$ cat src/rtl/chipsel_pkg.sv
package chipsel_pkg;
  localparam int DW      = 32;
  localparam int REG_LSB = 15;

  // base word field positions
  localparam int EN_BIT  = 0;
  localparam int WP_BIT  = 8;
  localparam int MS_LSB  = 5;
  localparam int PS_LSB  = 11;

  localparam logic [DW-1:0] BASE_KEEP = 32'hFFFF_99E1;
  localparam logic [DW-1:0] MASK_KEEP = 32'hFFFF_8000;

  typedef struct packed {
    logic [1:0] psize;
    logic [2:0] msel;
    logic       wp;
  } bank_attr_t;

  function automatic bank_attr_t attr_of(input logic [DW-1:0] b);
    bank_attr_t a;
    a.psize = b[PS_LSB+1:PS_LSB];
    a.msel  = b[MS_LSB+2:MS_LSB];
    a.wp    = b[WP_BIT];
    return a;
  endfunction
endpackage

$ cat src/rtl/chipsel_bank_regs.sv
module chipsel_bank_regs
  import chipsel_pkg::*;
#(
  parameter int NBANK = 8,
  parameter int RA    = 5
) (
  input  logic            clk,
  input  logic            rst_n,
  input  logic            we,
  input  logic [RA-1:0]   addr,
  input  logic [DW-1:0]   wdata,
  output logic [DW-1:0]   base_q [NBANK],
  output logic [DW-1:0]   mask_q [NBANK],
  output logic [DW-1:0]   rdata,
  output logic            rhit
);
  for (genvar i = 0; i < NBANK; i++) begin : g_bank
    localparam logic [RA-1:0] A_BASE = RA'(2*i);
    localparam logic [RA-1:0] A_MASK = RA'(2*i+1);
    always_ff @(posedge clk or negedge rst_n) begin
      if (!rst_n) begin
        base_q[i] <= '0;
        mask_q[i] <= '0;
      end else if (we) begin
        if (addr == A_BASE) base_q[i] <= wdata & BASE_KEEP;
        if (addr == A_MASK) mask_q[i] <= wdata & MASK_KEEP;
      end
    end
  end

  always_comb begin
    rdata = '0;
    rhit  = 1'b0;
    for (int i = 0; i < NBANK; i++) begin
      if (addr == RA'(2*i))   begin rdata = base_q[i]; rhit = 1'b1; end
      if (addr == RA'(2*i+1)) begin rdata = mask_q[i]; rhit = 1'b1; end
    end
  end
endmodule

$ cat src/rtl/chipsel_bank_match.sv
module chipsel_bank_match
  import chipsel_pkg::*;
#(
  parameter int NBANK = 8
) (
  input  logic [DW-1:0]   addr,
  input  logic [DW-1:0]   base_q [NBANK],
  input  logic [DW-1:0]   mask_q [NBANK],
  output logic [NBANK-1:0] hit
);
  // mask words hold zero below REG_LSB, so the full-width compare is
  // equivalent to comparing the region bits only
  for (genvar i = 0; i < NBANK; i++) begin : g_cmp
    assign hit[i] = base_q[i][EN_BIT] &&
                    (((addr ^ base_q[i]) & mask_q[i]) == '0);
  end
endmodule

$ cat src/rtl/chipsel_prio_pick.sv
module chipsel_prio_pick #(
  parameter int NBANK = 8
) (
  input  logic [NBANK-1:0] hit,
  output logic [NBANK-1:0] grant,
  output logic             any
);
  always_comb begin
    grant = '0;
    for (int i = NBANK-1; i >= 0; i--) begin
      if (hit[i]) grant = NBANK'(1) << i;
    end
  end
  assign any = |hit;
endmodule

$ cat src/rtl/chipsel_decoder.sv
module chipsel_decoder
  import chipsel_pkg::*;
#(
  parameter int NBANK = 8,
  parameter int RA    = $clog2(2*NBANK+1)
) (
  input  logic             clk,
  input  logic             rst_n,
  input  logic             cfg_we,
  input  logic [RA-1:0]    cfg_addr,
  input  logic [31:0]      cfg_wdata,
  output logic [31:0]      cfg_rdata,
  input  logic             req_valid,
  output logic             req_ready,
  input  logic [31:0]      req_addr,
  input  logic             req_write,
  output logic             rsp_valid,
  input  logic             rsp_ready,
  output logic [NBANK-1:0] rsp_cs,
  output logic [1:0]       rsp_psize,
  output logic [2:0]       rsp_msel,
  output logic             rsp_cs_err,
  output logic             rsp_wp_err,
  output logic [1:0]       err_sticky
);
  localparam logic [RA-1:0] A_STAT = RA'(2*NBANK);

  logic [DW-1:0]    base_q [NBANK];
  logic [DW-1:0]    mask_q [NBANK];
  logic [DW-1:0]    bank_rdata;
  logic             bank_rhit;
  logic [NBANK-1:0] hit, grant;
  logic             any_hit;
  bank_attr_t       sel_attr;
  logic             wp_block, accept;
  logic [1:0]       err_set, err_clr;

  chipsel_bank_regs #(.NBANK(NBANK), .RA(RA)) u_regs (
    .clk(clk), .rst_n(rst_n), .we(cfg_we), .addr(cfg_addr),
    .wdata(cfg_wdata), .base_q(base_q), .mask_q(mask_q),
    .rdata(bank_rdata), .rhit(bank_rhit)
  );

  chipsel_bank_match #(.NBANK(NBANK)) u_match (
    .addr(req_addr), .base_q(base_q), .mask_q(mask_q), .hit(hit)
  );

  chipsel_prio_pick #(.NBANK(NBANK)) u_pick (
    .hit(hit), .grant(grant), .any(any_hit)
  );

  always_comb begin
    sel_attr = '0;
    for (int i = 0; i < NBANK; i++) begin
      if (grant[i]) sel_attr = sel_attr | attr_of(base_q[i]);
    end
  end

  assign wp_block  = any_hit && req_write && sel_attr.wp;
  assign req_ready = !rsp_valid || rsp_ready;
  assign accept    = req_valid && req_ready;

  always_ff @(posedge clk or negedge rst_n) begin
    if (!rst_n) begin
      rsp_valid  <= 1'b0;
      rsp_cs     <= '0;
      rsp_psize  <= '0;
      rsp_msel   <= '0;
      rsp_cs_err <= 1'b0;
      rsp_wp_err <= 1'b0;
    end else if (accept) begin
      rsp_valid  <= 1'b1;
      rsp_cs     <= wp_block ? '0 : grant;
      rsp_psize  <= sel_attr.psize;
      rsp_msel   <= sel_attr.msel;
      rsp_cs_err <= !any_hit;
      rsp_wp_err <= wp_block;
    end else if (rsp_ready) begin
      rsp_valid  <= 1'b0;
    end
  end

  assign err_set = accept ? {wp_block, !any_hit} : 2'b00;
  assign err_clr = (cfg_we && cfg_addr == A_STAT) ? cfg_wdata[1:0] : 2'b00;

  always_ff @(posedge clk or negedge rst_n) begin
    if (!rst_n) err_sticky <= '0;
    else        err_sticky <= (err_sticky & ~err_clr) | err_set;
  end

  always_comb begin
    if (bank_rhit)              cfg_rdata = bank_rdata;
    else if (cfg_addr == A_STAT) cfg_rdata = {30'd0, err_sticky};
    else                        cfg_rdata = '0;
  end
endmodule

$ cat config.mk
export PLATFORM = sky130hd
export DESIGN_NAME = chipsel_decoder
export DESIGN_NICKNAME = d
export VERILOG_FILES = /design/src/rtl/chipsel_pkg.sv /design/src/rtl/chipsel_bank_regs.sv /design/src/rtl/chipsel_bank_match.sv /design/src/rtl/chipsel_prio_pick.sv /design/src/rtl/chipsel_decoder.sv
export SDC_FILE = /design/constraint.sdc
export NUM_CORES = 1
export LEC_CHECK = 0
export BUFFER_PORTS_ARGS = -buffer_cell sky130_fd_sc_hd__buf_2
export CAP_MARGIN = 15
export CORE_MARGIN = 1
export CORE_UTILIZATION = 57
export DETAILED_ROUTE_END_ITERATION = 10
export PLACE_DENSITY = 0.73
export SLEW_MARGIN = 20
export SYNTH_ARGS = -nofsm -noshare
export SYNTH_HDL_FRONTEND = slang
export SYNTH_SLANG_ARGS = --single-unit
export TNS_END_PERCENT = 50
$ cat constraint.sdc
create_clock -name clk -period 3.7 [get_ports clk]
set_input_delay 0.74 -clock clk [delete_from_list [all_inputs] [get_ports clk]]
set_output_delay 0.74 -clock clk [all_outputs]
set_load 0.01 [all_outputs]
==> results of run 1 <==
## what timing repair did
item                       in CTS  in global routing
gates resized for setup        47                 42
cloned                          0                  0
setup buffers                   1                  2
setup endpoints to repair      17                 17
pin swaps                      22                 24
## power breakdown
part | leakage [nW] | total (mW) | internal (mW) | switching, mW
clock network | 0.653 | 3.96 | 2.40 | 1.56
registers | 4.42 | 5.28 | 4.52 | 0.757
logic | 4.83 | 2.37 | 1.12 | 1.25
total | 9.90 | 11.6 | 8.05 | 3.56
## cell usage in the layout (no fill, tap or decap), types with 14 or more instances in the layout
cell type	count
nand2_1	128
buf_2	92
a22o_1	17
buf_12	17
o21ai_0	50
nor2_1	33
buf_4	90
buf_6	14
o221ai_1	23
xor2_1	136
a221oi_1	35
a22oi_1	90
dfrtp_1	346
o22ai_1	18
nand4_1	28
a21oi_1	17
nand3_1	31
mux2_2	329
clkbuf_16	41
## worst paths after layout
path / depth (start not counted) / from / endpoint / slack (ns)
setup / recovery: 10 / cfg_addr[3] / cfg_rdata[15] / -0.03
hold / removal: 1 / rst_n / u_regs.mask_q[242] / 0.23
setup reg to reg: 8 / u_regs.base_q[87] / rsp_wp_err / 0.77
hold reg to reg: 1 / rsp_cs_err / rsp_cs_err / 0.49
max in group asynchronous: 2 / rst_n / u_regs.base_q[25] / 2.54
min in group clk: 2 / req_valid / rsp_valid / 0.44
## area by class of cell
type | count | area, µm²
fillers | 2332 | 10000
inverters | 13 | 52.6
well taps | 402 | 503
clock inverters | 14 | 150
diodes | 2 | 5.00
repair buffers | 217 | 1690
clock buffers | 54 | 1160
flip-flops and latches | 346 | 8660
multi-input cells | 1127 | 9400
## sequential cells by signal (all words and copies together), names as in the netlist
signal / count
err_sticky: 2
rsp_cs: 8
rsp_cs_err: 1
rsp_msel: 3
rsp_psize: 2
rsp_valid: 1
rsp_wp_err: 1
u_regs.base_q: 192
u_regs.mask_q: 136
## stage by stage
step	hold slack, ns	TNS (ns)	utilization, %
finish	0.233	-0.0410	68.4
global route	0.283	-0.214	68.4
CTS	0.268	-0.136	67.7
detailed placement	0.474	-1.85	62.8
global placement	0.454	-1.84	62.8
floorplan	0.444	0	-
## kinds of logic after synthesis
family                 count (synthesis)
AO/OA/AOI/OAI                        354
flip-flops                           346
multiplexers                         330
AND/OR/NAND/NOR                      299
XOR/XNOR                             137
buffers and inverters                134
other                                  1
## layer usage
layer	global-route usage [%]	wire length, µm	vias to the layer above
met5	0	0	-
li1	-	-	6288
met1	50.8	24400	7664
met3	8.48	6320	192
met2	57.3	27400	873
met4	14.5	2600	0
==> metrics.md, run 1 <==
| Metric | Value |
|---|---|
| Run status | `complete, but fails checks` |
| Violated checks | `negative setup slack` |
| Antenna violations before repair | `2` |
| Total CTS buffers | `39` |
| Critical Path AT | `about 3.0 ns` |
| Leak | `about 10 nW` |
| Share of post-route cells with drive strength above 1 | `about 40%` |
| Clock transition at path regs | `~0.050 ns` |
| Yosys warnings | `0` |
| Cell area after technology mapping | `approximately 18,000 µm²` |
| Slew of the pin with the lowest slew margin | `roughly 1 ns` |
| Post-route minimum period | `3.73 ns` |
| Post-synthesis area per instance | `11.5 µm²` |
| Kind of cell adding the most delay to the critical path | `compound AO/OA/AOI/OAI gates` |
| DRC violation total after the first TritonRoute iteration | `between 1,000 and 1,500` |
| Effective utilization at floorplan | `between 50% and 60%` |
| Flip-flop and latch count after synthesis | `346` |
| Leftover overflow at the end of global routing | `0` |
| Total buffers and inverters traversed by the critical path | `2` |
| Remaining number of nets flagged by the antenna check after routing | `0` |
| Top fanout value on the critical path | `3` |
| Post-route clock period utilization | `101%` |
| Row cnt | `65` |
| Top post-synthesis cells by count | `346 x dfrtp_1, 329 x mux2_2, 136 x xor2_1` |
| Register area share after synthesis | `between 40% and 50%` |
| Relative max-transition margin | `34.9%` |
| Placeable core area | `~32,000 µm²` |
| Post-Layout Inst Area | `21,600 µm²` |
| Critical-path cell with the highest stage delay | `or3b_4` |
| Length of the first detailed-routing pass in iterations | `5` |
| Post-synthesis share of cell area spent on xor and xnor gates | `approximately 6.6%` |
| Synthesized-area fraction occupied by adder cells | `0%` |
| Die Height | `approximately 180 µm` |
| Number of global-route vias before repair | `about 15,000` |
| Count of placed standard cells including taps | `roughly 2,100` |
| Worst Path Required | `between 2 and 3 ns` |
| Largest buffer count on any clock path | `3` |
| CP cell instances | `buf_2 > or3b_4 > nor2_4 > o21ai_0 > a22o_1 > a21oi_2 > o22ai_2 > a211o_4 > a211oi_2 > buf_2` |
| Root Buffer | `clkbuf_16` |
| Maximum vdd ir drop | `between 300 and 400 µV` |
| Type of destination of the critical path | `output pin` |
| Overall routed net length | `around 61 mm` |
| Power per cell area | `roughly 540 nW/µm²` |
| Maximum capacitance violations | `0` |
| # port buffers | `96` |
| HP Class | `in -> async` |
| Final layout net count | `about 1,800` |
| Mapped Cells | `~1,600` |
| Number of buffers inserted by hold repair at cts | `0` |
| RSZ-0062 raised after global routing | `true` |
| Area fraction in compound gates after synthesis | `between 10% and 20%` |
| Post-layout power | `11.6 mW` |
| Layout area overhead | `17.9%` |
| Die boundary width | `about 180 µm` |
| Max incr delay on CP | `between 0.4 and 0.5 ns` |
| Maximum number of pins on one net before global-route repair | `89` |
| Placed instance area | `roughly 20,000 µm²` |
| Largest area contributor in the netlist | `dfrtp_1` |
| Max Fclk | `around 270 MHz` |
| Ys flop type | `dfrtp_1` |
| Clock latency on the worst-skew pair | `about 0.52 ns` |
| WL per Instance | `about 28 µm` |
| Most common cell type on the critical path | `buf_2` |
| Share of synthesized flip-flops with an asynchronous set or reset | `100%` |
| Category of the most critical setup path | `in -> out` |
| Max-slew violation count | `0` |
| Top post-synthesis cells by area | `dfrtp_1 47%, mux2_2 20%, xor2_1 6.5%, a22oi_1 3.7%, nand2_1 2.7%` |
| Final worst clock skew | `between 0.009 and 0.01 ns` |
| DRC | `0` |
| Share of cell area taken by muxes after synthesis | `around a fifth` |
| GR Util All Layers | `37.1%` |
| Fraction of synthesized cell area taken by the top area cell type | `a little under half` |
| Num Clock Sinks | `approximately 350` |
| Combinational family with the most area after synthesis | `multiplexers` |
| Fraction of the mapped netlist area in simple logic gates | `~8.3%` |
| Depth of the CTS H-tree | `2` |
| Count of final hold-check violations | `0` |
| Final instance count without filler cells | `between 2,000 and 2,500` |
| Final HPWL from detailed placement | `approximately 44 mm` |
| Kind of start point of the critical path | `primary input` |
| Endpoints failing setup | `3` |
| Most numerous cell in the Yosys netlist | `dfrtp_1` |
| Number of vias per cell after detailed routing | `roughly 6.9` |
| Die area | `32,900 µm²` |
| Fin worst setup slack | `-0.0300 ns` |
| Num ports | `~130` |
| Clock tree from TritonCTS | `yes` |
| Worst-case setup slack after placement | `-0.244 ns` |
| Number of enable flip-flop cells after synthesis | `0` |
| Count of unique library cells instantiated by Yosys | `72` |
| Via total after detailed routing | `about 15,000` |
| GPL Wtd Cong | `~1.0` |
| First-pass GRT wire length | `roughly 90 mm` |
Note: power is estimated with default switching activity, not from simulation.
==> run 2, diff against run 1 <==
--- a/config.mk
+++ b/config.mk
@@ -11,6 +11,7 @@
 export CORE_UTILIZATION = 57
 export DETAILED_ROUTE_END_ITERATION = 10
 export PLACE_DENSITY = 0.73
+export SKIP_CTS_REPAIR_TIMING = 1
 export SLEW_MARGIN = 20
 export SYNTH_ARGS = -nofsm -noshare
 export SYNTH_HDL_FRONTEND = slang
==> run 2 against run 1 <==
Compared with the run above: the run still ends with negative setup slack left; sequential share of layout area rose by 0.091 points; register-to-register slack improved by 0.05 ns; final area shrank 0.23%; utilization is 0.15 points lower; total power is essentially flat; fmax is 2.4% lower; global-route usage is 0.10 points lower.
==> metrics.md, run 2 (synthesized netlist as in run 1, its figures left out) <==
| Metric | Value |
|---|---|
| Top fanout value on the critical path | `7 (+4)` |
| Most common cell after layout, fill and taps aside | `dfrtp_1` |
| Depth of the CTS H-tree | `2 (unchanged)` |
| Final instance count without filler cells | `2,173 (-0.092%)` |
| CP cell instances | `buf_6 > or3_4 > nor3_4 > buf_6 > a32oi_1 > a22o_1 > a21oi_2 > o22ai_2 > a211o_1 > a211oi_2 > buf_2` |
| Final layout net count | `1,818 (-0.055%)` |
| Num Clock Sinks | `346 (unchanged)` |
| Row cnt | `65 (unchanged)` |
| Maximum capacitance violations | `0 (unchanged)` |
| Maximum vdd ir drop | `323 µV (+0.38%)` |
| GPL Wtd Cong | `1.01 (unchanged)` |
| Die boundary width | `181 µm (unchanged)` |
| Endpoints failing setup | `8 (+5)` |
| Power per cell area | `538 nW/µm² (+0.23%)` |
| First-pass GRT wire length | `91.4 mm (-0.24%)` |
| Maximum number of pins on one net before global-route repair | `89 (unchanged)` |
| Start of the worst register-to-register path | `u_regs.base_q[87]` |
| Num ports | `126 (unchanged)` |
| Number of global-route vias before repair | `14,688 (-0.87%)` |
| Type of destination of the critical path | `output pin` |
| Highest-utilization routing layer at the global route stage | `met2` |
| Post-route clock period utilization | `103% (+2.5 points)` |
| Max incr delay on CP | `0.40 ns (-0.02 ns)` |
| Most common cell type on the critical path | `buf_6` |
| Count of placed standard cells including taps | `2,102 (unchanged)` |
| Utilization of the core after routing | `68.2% (-0.15 points)` |
| GR Util All Layers | `37.0% (-0.10 points)` |
| Category of the most critical setup path | `in -> out` |
| Root Buffer | `clkbuf_16` |
| Count of final hold-check violations | `0 (unchanged)` |
| Post-layout power | `11.6 mW (about the same)` |
| Largest buffer count on any clock path | `3 (unchanged)` |
| Share of post-route cells with drive strength above 1 | `39.0% (-0.091 points)` |
| Fin worst setup slack | `-0.121 ns (-0.0910 ns)` |
| Effective utilization at floorplan | `58.0% (unchanged)` |
| Die Height | `181 µm (unchanged)` |
| WL per Instance | `27.9 µm (-0.11%)` |
| Clock latency on the worst-skew pair | `0.53 ns (about the same)` |
| Critical-path cell with the highest stage delay | `or3_4` |
| DRC violation total after the first TritonRoute iteration | `1,596 (+9.7%)` |
| Post-route minimum period | `3.82 ns (+0.0910 ns)` |
| Max-slew violation count | `0 (unchanged)` |
| Commonest cells after routing, fill and taps aside | `346 x dfrtp_1, 329 x mux2_2, 136 x xor2_1` |
| Via total after detailed routing | `14,900 (-0.78%)` |
| Max Fclk | `262 MHz (-2.4%)` |
| Worst Path Required | `2.96 ns (about the same)` |
| Layout area overhead | `17.6%` |
| Clock tree from TritonCTS | `yes` |
| Kind of start point of the critical path | `primary input` |
| Routing usage on met1 | `51.2% (+0.35 points)` |
| Final HPWL from detailed placement | `44.1 mm (unchanged)` |
| Leak | `9.91 nW (about the same)` |
| Leftover overflow at the end of global routing | `0 (unchanged)` |
| Grt met3 use | `8.32% (-0.16 points)` |
| Regs by FF count | `u_regs.base_q (192), u_regs.mask_q (136), rsp_cs (8)` |
| Slew of the pin with the lowest slew margin | `0.971 ns (-0.00331 ns)` |
| Run status | `complete, but fails checks` |
| Number of vias per cell after detailed routing | `6.86 (-0.69%)` |
| HP Class | `in -> async` |
| Setup Total Neg Slack | `-0.243 ns (-0.202 ns)` |
| Antenna violations before repair | `2 (unchanged)` |
| Relative max-transition margin | `35.1% (+0.22 points)` |
| Largest Register | `u_regs.base_q` |
| # port buffers | `96 (unchanged)` |
| Final worst clock skew | `0.0117 ns (+0.00254 ns)` |
| Max reg flops | `192 (unchanged)` |
| Global routing usage on met2 | `56.8% (-0.51 points)` |
| RSZ-0062 raised after global routing | `true` |
| Overall routed net length | `60.6 mm (-0.20%)` |
| Launch point of the worst path | `cfg_addr[2]` |
| Clock transition at path regs | `0.05 ns (about the same)` |
| DRC | `0 (unchanged)` |
| Die area | `32,900 µm² (unchanged)` |
| Violated checks | `negative setup slack` |
| Worst-case setup slack after placement | `-0.244 ns (unchanged)` |
| Remaining number of nets flagged by the antenna check after routing | `0 (unchanged)` |
| Placeable core area | `31,600 µm² (unchanged)` |
| Critical Path AT | `3.08 ns (+0.09 ns)` |
| Total CTS buffers | `39 (unchanged)` |
| Length of the first detailed-routing pass in iterations | `5 (unchanged)` |
==> run 2: worst paths after layout <==
| path | end | slack, ns | depth (start not counted) |
|---|---|---|---|
| max in group asynchronous | u_regs.base_q[47] | 2.54 | 2 |
| min in group clk | rsp_valid | 0.43 | 2 |
| min reg2reg | rsp_cs_err | 0.49 | 1 |
| min | u_regs.mask_q[242] | 0.22 | 1 |
| max reg2reg | rsp_wp_err | 0.82 | 8 |
| max | cfg_rdata[17] | -0.12 | 11 |
==> run 2: report_power, final <==
part | total [mW] | switching, mW | internal, mW | leakage, nW
sequential | 5.28 | 0.757 | 4.52 | 4.42
clock | 3.97 | 1.56 | 2.40 | 0.653
combinational | 2.37 | 1.25 | 1.12 | 4.83
total | 11.6 | 3.57 | 8.04 | 9.91
==> run 2: final cells by class <==
class | instances | area [µm²]
Clock buffer | 54 | 1160
Fill cell | 2342 | 10100
Timing Repair Buffer | 216 | 1690
Sequential cell | 346 | 8660
Antenna cell | 1 | 2.50
Tap cell | 402 | 503
Multi-Input combinational cell | 1127 | 9370
Clock inverter | 14 | 150
Inverter | 13 | 48.8
==> run 2: metal layers <==
layer,up-vias,routed length (µm)
met5,-,0
met4,0,2440
met3,179,6290
met2,913,27600
met1,7538,24300
li1,6270,-
==> run 2: worst max-delay path, delay by kind of cell <==
family	cells	cell delay [ns]
buffers and inverters	3	0.48
AOI/OAI and AO/OA	6	1.20
and+or+nand+nor	2	0.64
==> run 2: per-stage QoR <==
step | hold WS (ns) | instance area, µm²
floorplan | 0.444 | 18400
global placement | 0.454 | 19900
detailed placement | 0.474 | 19900
CTS | 0.268 | 21200
global route | 0.284 | 21600
finish | 0.222 | 21600
